**src/rtl/xbar_arb_pkg.sv**
```systemverilog
package xbar_arb_pkg;

    typedef enum logic [0:0] {
        SLV_IDLE = 1'b0,
        SLV_BUSY = 1'b1
    } slv_state_e;

endpackage

```
**src/rtl/xbar_req_route.sv**
```systemverilog
// Collects, for one slave port, the masters that currently request it.
module xbar_req_route #(
    parameter int N_MST   = 7,
    parameter int SEL_W   = 3,
    parameter int SLV_IDX = 0
) (
    input  logic [N_MST-1:0]       req,
    input  logic [N_MST*SEL_W-1:0] sel,
    output logic [N_MST-1:0]       mreq
);

    localparam logic [SEL_W-1:0] MY_IDX = SEL_W'(SLV_IDX);

    always_comb begin
        for (int m = 0; m < N_MST; m++) begin
            mreq[m] = req[m] && (sel[m*SEL_W +: SEL_W] == MY_IDX);
        end
    end

endmodule

```
**src/rtl/xbar_rr_pick.sv**
```systemverilog
// Highest priority wins; equal priorities rotate after the last grant.
module xbar_rr_pick #(
    parameter int N_MST  = 7,
    parameter int PRIO_W = 3,
    parameter int ID_W   = 3
) (
    input  logic [N_MST-1:0]        mreq,
    input  logic [N_MST*PRIO_W-1:0] prio,
    input  logic [ID_W-1:0]         last_id,
    output logic                    any,
    output logic [ID_W-1:0]         win_id
);

    logic [PRIO_W-1:0] top_prio;
    logic              found;

    // highest priority level among the current requesters
    always_comb begin
        top_prio = '0;
        for (int m = 0; m < N_MST; m++) begin
            if (mreq[m] && (prio[m*PRIO_W +: PRIO_W] > top_prio)) begin
                top_prio = prio[m*PRIO_W +: PRIO_W];
            end
        end
    end

    // first master at that level, scanning from last_id + 1
    always_comb begin
        any    = |mreq;
        found  = 1'b0;
        win_id = '0;
        for (int k = 1; k <= N_MST; k++) begin
            int idx;
            idx = (int'(last_id) + k) % N_MST;
            if (!found && mreq[idx] && (prio[idx*PRIO_W +: PRIO_W] == top_prio)) begin
                found  = 1'b1;
                win_id = ID_W'(idx);
            end
        end
    end

endmodule

```
**src/rtl/xbar_slave_fsm.sv**
```systemverilog
// Ownership state machine for a single slave port.
module xbar_slave_fsm
    import xbar_arb_pkg::*;
#(
    parameter int N_MST  = 7,
    parameter int PRIO_W = 3,
    parameter int ID_W   = 3
) (
    input  logic                    clk,
    input  logic                    rst_n,
    input  logic [N_MST-1:0]        mreq,
    input  logic [N_MST*PRIO_W-1:0] prio,
    input  logic [N_MST-1:0]        done,
    output logic [ID_W-1:0]         owner_id,
    output logic                    owner_vld
);

    localparam logic [ID_W-1:0] LAST_RST = ID_W'(N_MST - 1);

    slv_state_e      state_q, state_d;
    logic [ID_W-1:0] own_q, own_d;
    logic [ID_W-1:0] last_q, last_d;
    logic            pick_any;
    logic [ID_W-1:0] pick_id;
    logic            own_req, own_done;

    xbar_rr_pick #(
        .N_MST  (N_MST),
        .PRIO_W (PRIO_W),
        .ID_W   (ID_W)
    ) u_pick (
        .mreq    (mreq),
        .prio    (prio),
        .last_id (last_q),
        .any     (pick_any),
        .win_id  (pick_id)
    );

    assign own_req  = mreq[own_q];
    assign own_done = done[own_q];

    // next-state and transition logic
    always_comb begin
        state_d = state_q;
        own_d   = own_q;
        last_d  = last_q;
        unique case (state_q)
            SLV_IDLE: begin
                if (pick_any) begin           // claim
                    state_d = SLV_BUSY;
                    own_d   = pick_id;
                    last_d  = pick_id;
                end
            end
            SLV_BUSY: begin
                if (!own_req || own_done) begin  // release
                    state_d = SLV_IDLE;
                end
            end
            default: state_d = SLV_IDLE;
        endcase
    end

    // state register
    always_ff @(posedge clk or negedge rst_n) begin
        if (!rst_n) begin
            state_q <= SLV_IDLE;
            own_q   <= '0;
            last_q  <= LAST_RST;
        end else begin
            state_q <= state_d;
            own_q   <= own_d;
            last_q  <= last_d;
        end
    end

    // outputs
    always_comb begin
        owner_vld = (state_q == SLV_BUSY);
        owner_id  = own_q;
    end

    // winner is no lower than any requester
    logic pick_is_max;
    always_comb begin
        pick_is_max = 1'b1;
        for (int m = 0; m < N_MST; m++) begin
            if (mreq[m] && (prio[m*PRIO_W +: PRIO_W] > prio[int'(pick_id)*PRIO_W +: PRIO_W])) begin
                pick_is_max = 1'b0;
            end
        end
    end

    assert_prio_max_R3: assert property (@(posedge clk) disable iff (!rst_n)
        (state_q == SLV_IDLE && pick_any) |-> pick_is_max);

    assert_claim_R2: assert property (@(posedge clk) disable iff (!rst_n)
        (state_q == SLV_IDLE && (|mreq)) |=>
            (state_q == SLV_BUSY && (($past(mreq) >> own_q) & N_MST'(1)) != '0));

    assert_hold_R5: assert property (@(posedge clk) disable iff (!rst_n)
        (state_q == SLV_BUSY && mreq[own_q] && !done[own_q]) |=>
            (state_q == SLV_BUSY && $stable(own_q)));

    assert_done_release_R6: assert property (@(posedge clk) disable iff (!rst_n)
        (state_q == SLV_BUSY && done[own_q]) |=> (state_q == SLV_IDLE));

    assert_drop_release_R7: assert property (@(posedge clk) disable iff (!rst_n)
        (state_q == SLV_BUSY && !mreq[own_q]) |=> (state_q == SLV_IDLE));

    assert_last_tracks_R4: assert property (@(posedge clk) disable iff (!rst_n)
        (state_q == SLV_BUSY) |-> (last_q == own_q));

endmodule

```
**src/rtl/xbar_arb_top.sv**
```systemverilog
module xbar_arb_top
    import xbar_arb_pkg::*;
#(
    parameter int N_MST  = 7,
    parameter int N_SLV  = 8,
    parameter int PRIO_W = 3,
    parameter int SEL_W  = 3
) (
    input  logic                    clk,
    input  logic                    rst_n,
    input  logic [N_MST-1:0]        req,
    input  logic [N_MST*SEL_W-1:0]  sel,
    input  logic [N_MST*PRIO_W-1:0] prio,
    input  logic [N_MST-1:0]        done,
    output logic [N_MST-1:0]        grant,
    output logic [N_MST-1:0]        stall,
    output logic [N_SLV*3-1:0]      owner_id,
    output logic [N_SLV-1:0]        owner_vld
);

    localparam int ID_W = (N_MST > 1) ? $clog2(N_MST) : 1;

    logic [ID_W-1:0] slv_own [N_SLV];
    logic            slv_vld [N_SLV];

    for (genvar s = 0; s < N_SLV; s++) begin : g_slv
        logic [N_MST-1:0] mreq_s;

        xbar_req_route #(
            .N_MST   (N_MST),
            .SEL_W   (SEL_W),
            .SLV_IDX (s)
        ) u_route (
            .req  (req),
            .sel  (sel),
            .mreq (mreq_s)
        );

        xbar_slave_fsm #(
            .N_MST  (N_MST),
            .PRIO_W (PRIO_W),
            .ID_W   (ID_W)
        ) u_fsm (
            .clk       (clk),
            .rst_n     (rst_n),
            .mreq      (mreq_s),
            .prio      (prio),
            .done      (done),
            .owner_id  (slv_own[s]),
            .owner_vld (slv_vld[s])
        );

        assign owner_vld[s]          = slv_vld[s];
        assign owner_id[s*3 +: 3]    = 3'(slv_own[s]);
    end

    // per-master grant: owner of the slave it currently names
    always_comb begin
        for (int m = 0; m < N_MST; m++) begin
            int t;
            t = int'(sel[m*SEL_W +: SEL_W]);
            grant[m] = 1'b0;
            if (req[m] && (t < N_SLV)) begin
                grant[m] = slv_vld[t] && (slv_own[t] == ID_W'(m));
            end
            stall[m] = req[m] && !grant[m];
        end
    end

    assert_grant_needs_req_R8: assert property (@(posedge clk) disable iff (!rst_n)
        (grant & ~req) == '0);

endmodule

```
**config.mk**
```make
export PLATFORM = sky130hd
export DESIGN_NAME = xbar_arb_top
export DESIGN_NICKNAME = d
export VERILOG_FILES = /design/src/rtl/xbar_arb_pkg.sv /design/src/rtl/xbar_req_route.sv /design/src/rtl/xbar_rr_pick.sv /design/src/rtl/xbar_slave_fsm.sv /design/src/rtl/xbar_arb_top.sv
export SDC_FILE = /design/constraint.sdc
export NUM_CORES = 2
export LEC_CHECK = 0
export BUFFER_PORTS_ARGS = -buffer_cell sky130_fd_sc_hd__buf_2
export CAP_MARGIN = 20
export CELL_PAD_IN_SITES_DETAIL_PLACEMENT = 1
export CELL_PAD_IN_SITES_GLOBAL_PLACEMENT = 1
export CORE_MARGIN = 5
export CORE_UTILIZATION = 50
export CTS_CLUSTER_SIZE = 20
export DETAILED_ROUTE_END_ITERATION = 10
export GPL_ROUTABILITY_DRIVEN = 0
export HOLD_SLACK_MARGIN = 0.02
export PLACE_DENSITY = 0.94
export SLEW_MARGIN = 20
export SYNTH_ARGS = -nofsm -noshare
export SYNTH_HDL_FRONTEND = slang
export SYNTH_SLANG_ARGS = --single-unit
```
**constraint.sdc**
```tcl
create_clock -name clk -period 11 [get_ports clk]
set_input_delay 1.1 -clock clk [delete_from_list [all_inputs] [get_ports clk]]
set_output_delay 1.1 -clock clk [all_outputs]
set_load 0.02 [all_outputs]
```
==> results of run 1 <==
==> cell usage after synthesis, types with 128 or more instances <==
cell        n
nand2_1   823
nor2_1    782
ha_1      762
clkbuf_1  694
a21oi_1   658
mux4_2    549
o21ai_0   540
mux2i_1   507
inv_1     475
xnor2_1   394
nor3_1    286
nand3_1   274
xor2_1    178
a21o_1    159
a31oi_1   149
nor2b_1   145
a211oi_1  135
o211ai_1  134
nand2b_1  128
==> through the flow <==
stage	instances	setup TNS (ns)
3_3_place_gp	11700	0
2_1_floorplan	10200	0
4_1_cts	11800	0
3_5_place_dp	11700	-26.62
==> repair_timing <==
item | CTS
resized for setup | 102
setup buffers | 34
endpoints found under the setup margin | 28
pin swaps | 34
==> per-layer routing <==
layer / GRT overflow / GRT usage [%]
met5: 26 / 64.7
met1: 120 / 74.0
met2: 310 / 86.6
met3: 97 / 74.2
met4: 216 / 72.9
==> cell families after synthesis <==
family,Yosys count
simple gates,3145
compound gates,2926
buf+inv,1457
mux,1144
fa+ha+maj,835
xor+xnor,609
flops,48
==> metrics list, run 1 <==
* Combinational family with the most area after synthesis: compound AO/OA/AOI/OAI gates
* Async set or reset register ratio after synthesis: 100%
- The HPWL after detailed placement is 276000 um.
- Top-level port count: 104
- Entering global routing, the biggest net connects 103 pins.
- Deepest clock path buffer count: 2
- The die is 405 um tall.
- The total overflow left after global routing is 769.
- After floorplanning, the core was divided into 145 placement rows.
- Post-synthesis cell type count: 161
- Number of warnings issued by yosys: 0
- Clock Tree Root: clkbuf_16
- The first error in the log reads "[ERROR GRT-0232] Routing congestion too high. Check the congestion heatmap in the GUI".
- Global-route usage over all layers: 77.2%
* Hold buffers post-CTS: 0
- Share of synthesized area occupied by flip-flops and latches: roughly 1.6%
* CTS H-tree depth: 2
- Clock sink count: 48
- Number of CTS-inserted buffers: 5
- Dpl cell area: approximately 80000 sq um
- In this run the mean area of a mapped cell was 7.68 sq um.
- Post-Synth XOR/XNOR Area: ~7.4%
- Once the floorplan was initialized, standard cells occupied 50.1% of the core.
* Synthesized-area fraction occupied by adder cells: 13.9%
- The flow halted during global routing (5_1_grt).
- Leading register cell type out of synthesis: dfrtp_1
* Net Count, Synth: 11000
- Die Width: 405 um
- Summing the areas of all and, or, nand and nor instances in the mapped netlist gives 20.1% of the synthesized area.
* Seq cells post-synth: 48
* Gate count of the mapped netlist: around 10000
- Post-Place Worst Slack: -1.14 ns
- Number of buffers added on ports: 103
- Measured against the total synthesized area, the mux share comes to 23.7%.
- After synthesis, the cell types taking the most area are mux4_2, ha_1, mux2i_1.
* Cell area after technology mapping: 78000 sq um
- Number of enable flip-flop cells after synthesis: 0
- Summing the areas of all compound-gate instances in the mapped netlist gives between 20% and 30% of the synthesized area.
- The largest total area in the synthesized netlist belongs to mux4_2.
* Result of the run: aborted with a tool error
- The synthesized design devotes to its leading area cell type between 10% and 20% of total area.
==> inputs of run 2 (changes only) <==
Settings changed: CELL_PAD_IN_SITES_DETAIL_PLACEMENT 1 to unset, CELL_PAD_IN_SITES_GLOBAL_PLACEMENT 1 to unset, CORE_UTILIZATION 50 to 35, CTS_CLUSTER_SIZE 20 to unset, HOLD_SLACK_MARGIN 0.02 to unset, PLACE_DENSITY 0.94 to unset, PLACE_DENSITY_LB_ADDON set to 0.15.
==> run 2 against run 1 <==
Synthesized area unchanged. The flow now finishes without violations. Synthesized cell count unchanged.
==> metrics list, run 2 <==
- The total area inside the core boundary comes to 222000 sq um.
- The number of port buffers came to 103 (unchanged).
- Across the run, the number of max-cap violations was 0.
- The share of synthesized area occupied by flip-flops and latches is 1.57% (unchanged).
- Deepest clock path buffer count: 2 (unchanged)
- Tightest Pin Transition: 1.17 ns
* Number of enable flip-flop cells after synthesis: 0 (unchanged)
- Post-synth top area share: 15.8% (unchanged)
- Final number of max-transition violations: 0
- After the flow finishes, the layout carries non-filler instances totaling about 13000.
- Clock Skews: 0.00223 ns
* Final hold viol count: 0
* Total length of routed wires: 347000 um
- Most used cells in the layout excluding fill and tap cells: nand2_1, nor2_1, ha_1
- Number of CTS-inserted buffers: 5 (unchanged)
* First-pass DRT Iterations: 8
- The first global-routing pass estimated 513000 um of wire.
- The clock tree root buffer cell was clkbuf_16 (unchanged).
- Placed Cells: 12700 (was 11700)
* Async set or reset register ratio after synthesis: 100% (unchanged)
- TritonCTS built the clock tree.
* Clock transition time at the flip-flop clock pins of the worst setup and hold paths: 0.10 ns
- In the final timing run, aggregate negative setup slack is 0 ns.
- For this block, the initial DRC count from the detailed router was about 9000.
- Among all stages on the critical path, the largest delay is contributed by or3_4.
- The register with the most flip-flops in the layout has 24 of them.
- Most common cell after layout, fill and taps aside: nand2_1
- The most used flip-flop cell after synthesis is dfrtp_1 (unchanged).
- Arrival time worst endpoint: 10.94 ns
- Combined buffer and inverter count along the critical path: 3
* DRT antenna net count: 0
- For the worst flop-to-flop path, the logic depth is 29.
* Die Width: 482 um (was 405 um)
- Total die area: 232000 sq um
* Post-DR vias/cell: between 6 and 7
- Cell area after technology mapping: 78000 sq um (unchanged)
* Instance count along the most critical hold path: 2
- The row count is 173 (was 145).
- The number of antenna violations at the first check in global routing came to 38.
- The net count of the finished layout is 10700.
- The total overflow left after global routing is 0.
- Share of cells above drive strength 1: 16.5%
* Worst skew pair latency: 0.40 ns
- The cell family contributing the most delay on the critical path is compound AO/OA/AOI/OAI gates.
- Time the worst path needs with I/O delays and setup: 10.68 ns
- For this run, the slowest stage of the critical path takes approximately 0.43 ns.
- The vertical extent of the die is 482 um (was 405 um).
- Final worst path period share: 97.1%
- At the end of the flow the core is filled with cells to 37.4%.
- Timing would allow up to 93.6 MHz.
- Result of the run: finished, final reports clean (was aborted with a tool error).
* Largest net degree at the start of global routing: 94
- Seq cells post-synth: 48 (unchanged)
* Mean cell area of the mapped netlist: 7.68 sq um (unchanged)
- The number of H-tree branching levels is 2 (unchanged).
- The hold-fix buffer count after cts was 0 (unchanged).
* Total via count in the routed design: roughly 85000
* Worst path depth: 44
- Most area-consuming cells after synthesis: mux4_2, ha_1, mux2i_1 (unchanged)
- Along the worst path, the maximum fanout reaches 7.
- Number of warnings issued by yosys: 0 (unchanged)
* Path type of the worst min-delay path: register to register
- Worst hold slack: 0.663 ns
* Cell accounting for the most synthesized area: mux4_2 (unchanged)
- The most used standard cell by instance count after synthesis is nand2_1 (unchanged).
* Post-DP HPWL: 244000 um (was 276000 um)
- Cell repeated most along the worst path: ha_1
* Clock sink count: 48 (unchanged)
* Worst Setup Start Kind: primary input
- Fill cells: 23100
* Number of remaining DRC errors: 0
* Top post-synthesis cells by count: nand2_1, nor2_1, ha_1 (unchanged)
* Number of global-route vias before repair: 79500
- Critical path type: primary input to register
* Top-level port count: 104 (unchanged)
- g_slv.u_fsm.last_q holds more flip-flops than any other register.
- The synthesized netlist cell count is 10200 (unchanged).
- Data on the critical path is required at its endpoint by 11.26 ns.
- The starting utilization of the core area came to 35.1% (was 50.1%).
- Relative slew slack: 21.3%
- Area overhead of the layout relative to synthesis: 6.33%
- STA classifies the critical path endpoint as a register.
* Global-route usage over all layers: 28.2%
* Routed wire length per instance: 27.1 um
* Net Count, Synth: 11000 (unchanged)
* Final count of negative-setup-slack endpoints: 0
- The number of distinct library cells after synthesis was 161 (unchanged).
[run 2: cells by family after synthesis]
| group | count (synthesis) | share of synthesized area (%) |
|---|---|---|
| adder cells (fa/ha/maj) | 835 | 13.9 |
| multiplexers | 1144 | 23.7 |
| XOR/XNOR | 609 | 7.43 |
| flip-flops | 48 | 1.57 |
| AO/OA/AOI/OAI | 2926 | 25.7 |
| AND/OR/NAND/NOR | 3145 | 20.1 |
| buffers and inverters | 1457 | 7.61 |
[run 2: area by class of cell]
class / instances / area, sq um / share of cell area (%)
Multi-Input combinational cell: 8659 / 71700 / 86.5
Inverter: 527 / 1990 / 2.40
Tap cell: 2975 / 3720 / 4.49
Clock buffer: 5 / 125 / 0.151
Timing Repair Buffer: 546 / 4100 / 4.95
Antenna cell: 27 / 67.6 / 0.0814
Sequential cell: 48 / 1230 / 1.48
[run 2: repair_timing]
action,4_1_cts,5_1_grt
endpoints found under the setup margin,0,40
gates resized for setup,0,129
setup buffers,0,22
[run 2: worst paths after layout]
path / startpoint / to / slack (ns)
max: req[0] / g_slv[3].u_fsm.owner_id[2]$_DFFE_PN0P_ / 0.32
min: g_slv[1].u_fsm.owner_vld$_DFF_PN0_ / g_slv[1].u_fsm.owner_vld$_DFF_PN0_ / 0.66
max reg2reg: g_slv[0].u_fsm.last_q[1]$_DFFE_PN1P_ / g_slv[0].u_fsm.owner_id[1]$_DFFE_PN0P_ / 1.32
min reg2reg: g_slv[1].u_fsm.owner_vld$_DFF_PN0_ / g_slv[1].u_fsm.owner_vld$_DFF_PN0_ / 0.66
max in group asynchronous: rst_n / g_slv[6].u_fsm.last_q[0]$_DFFE_PN0P_ / 9.11
min in group asynchronous: rst_n / g_slv[1].u_fsm.last_q[0]$_DFFE_PN0P_ / 0.77
[run 2: routing by layer]
| metal | wire length (um) | track usage, % |
|---|---|---|
| met1 | 141000 | 37.1 |
| met2 | 153000 | 44.5 |
| met3 | 30400 | 4.52 |
| met5 | 80 | 0 |
| met4 | 22200 | 15.3 |
[run 2: worst min-delay path: cells and delay by family, from the launching register on]
| family | cells | cell delay (ns) |
|---|---|---|
| flops | 1 | 0.49 |
| simple gates | 2 | 0.15 |
[run 2: stage by stage]
| step | cell area (sq um) | worst slack, ns |
|---|---|---|
| detailed placement | 82000 | -0.363 |
| finish | 83000 | 0.318 |
| floorplan | 78100 | 0.00639 |
| global route | 82900 | -0.0811 |
| global placement | 82000 | -0.269 |
| CTS | 82100 | 0.0242 |
Power of run 2 is not shown: default switching activity piles up to over one toggle a cycle in this logic, so the estimate is an artifact.
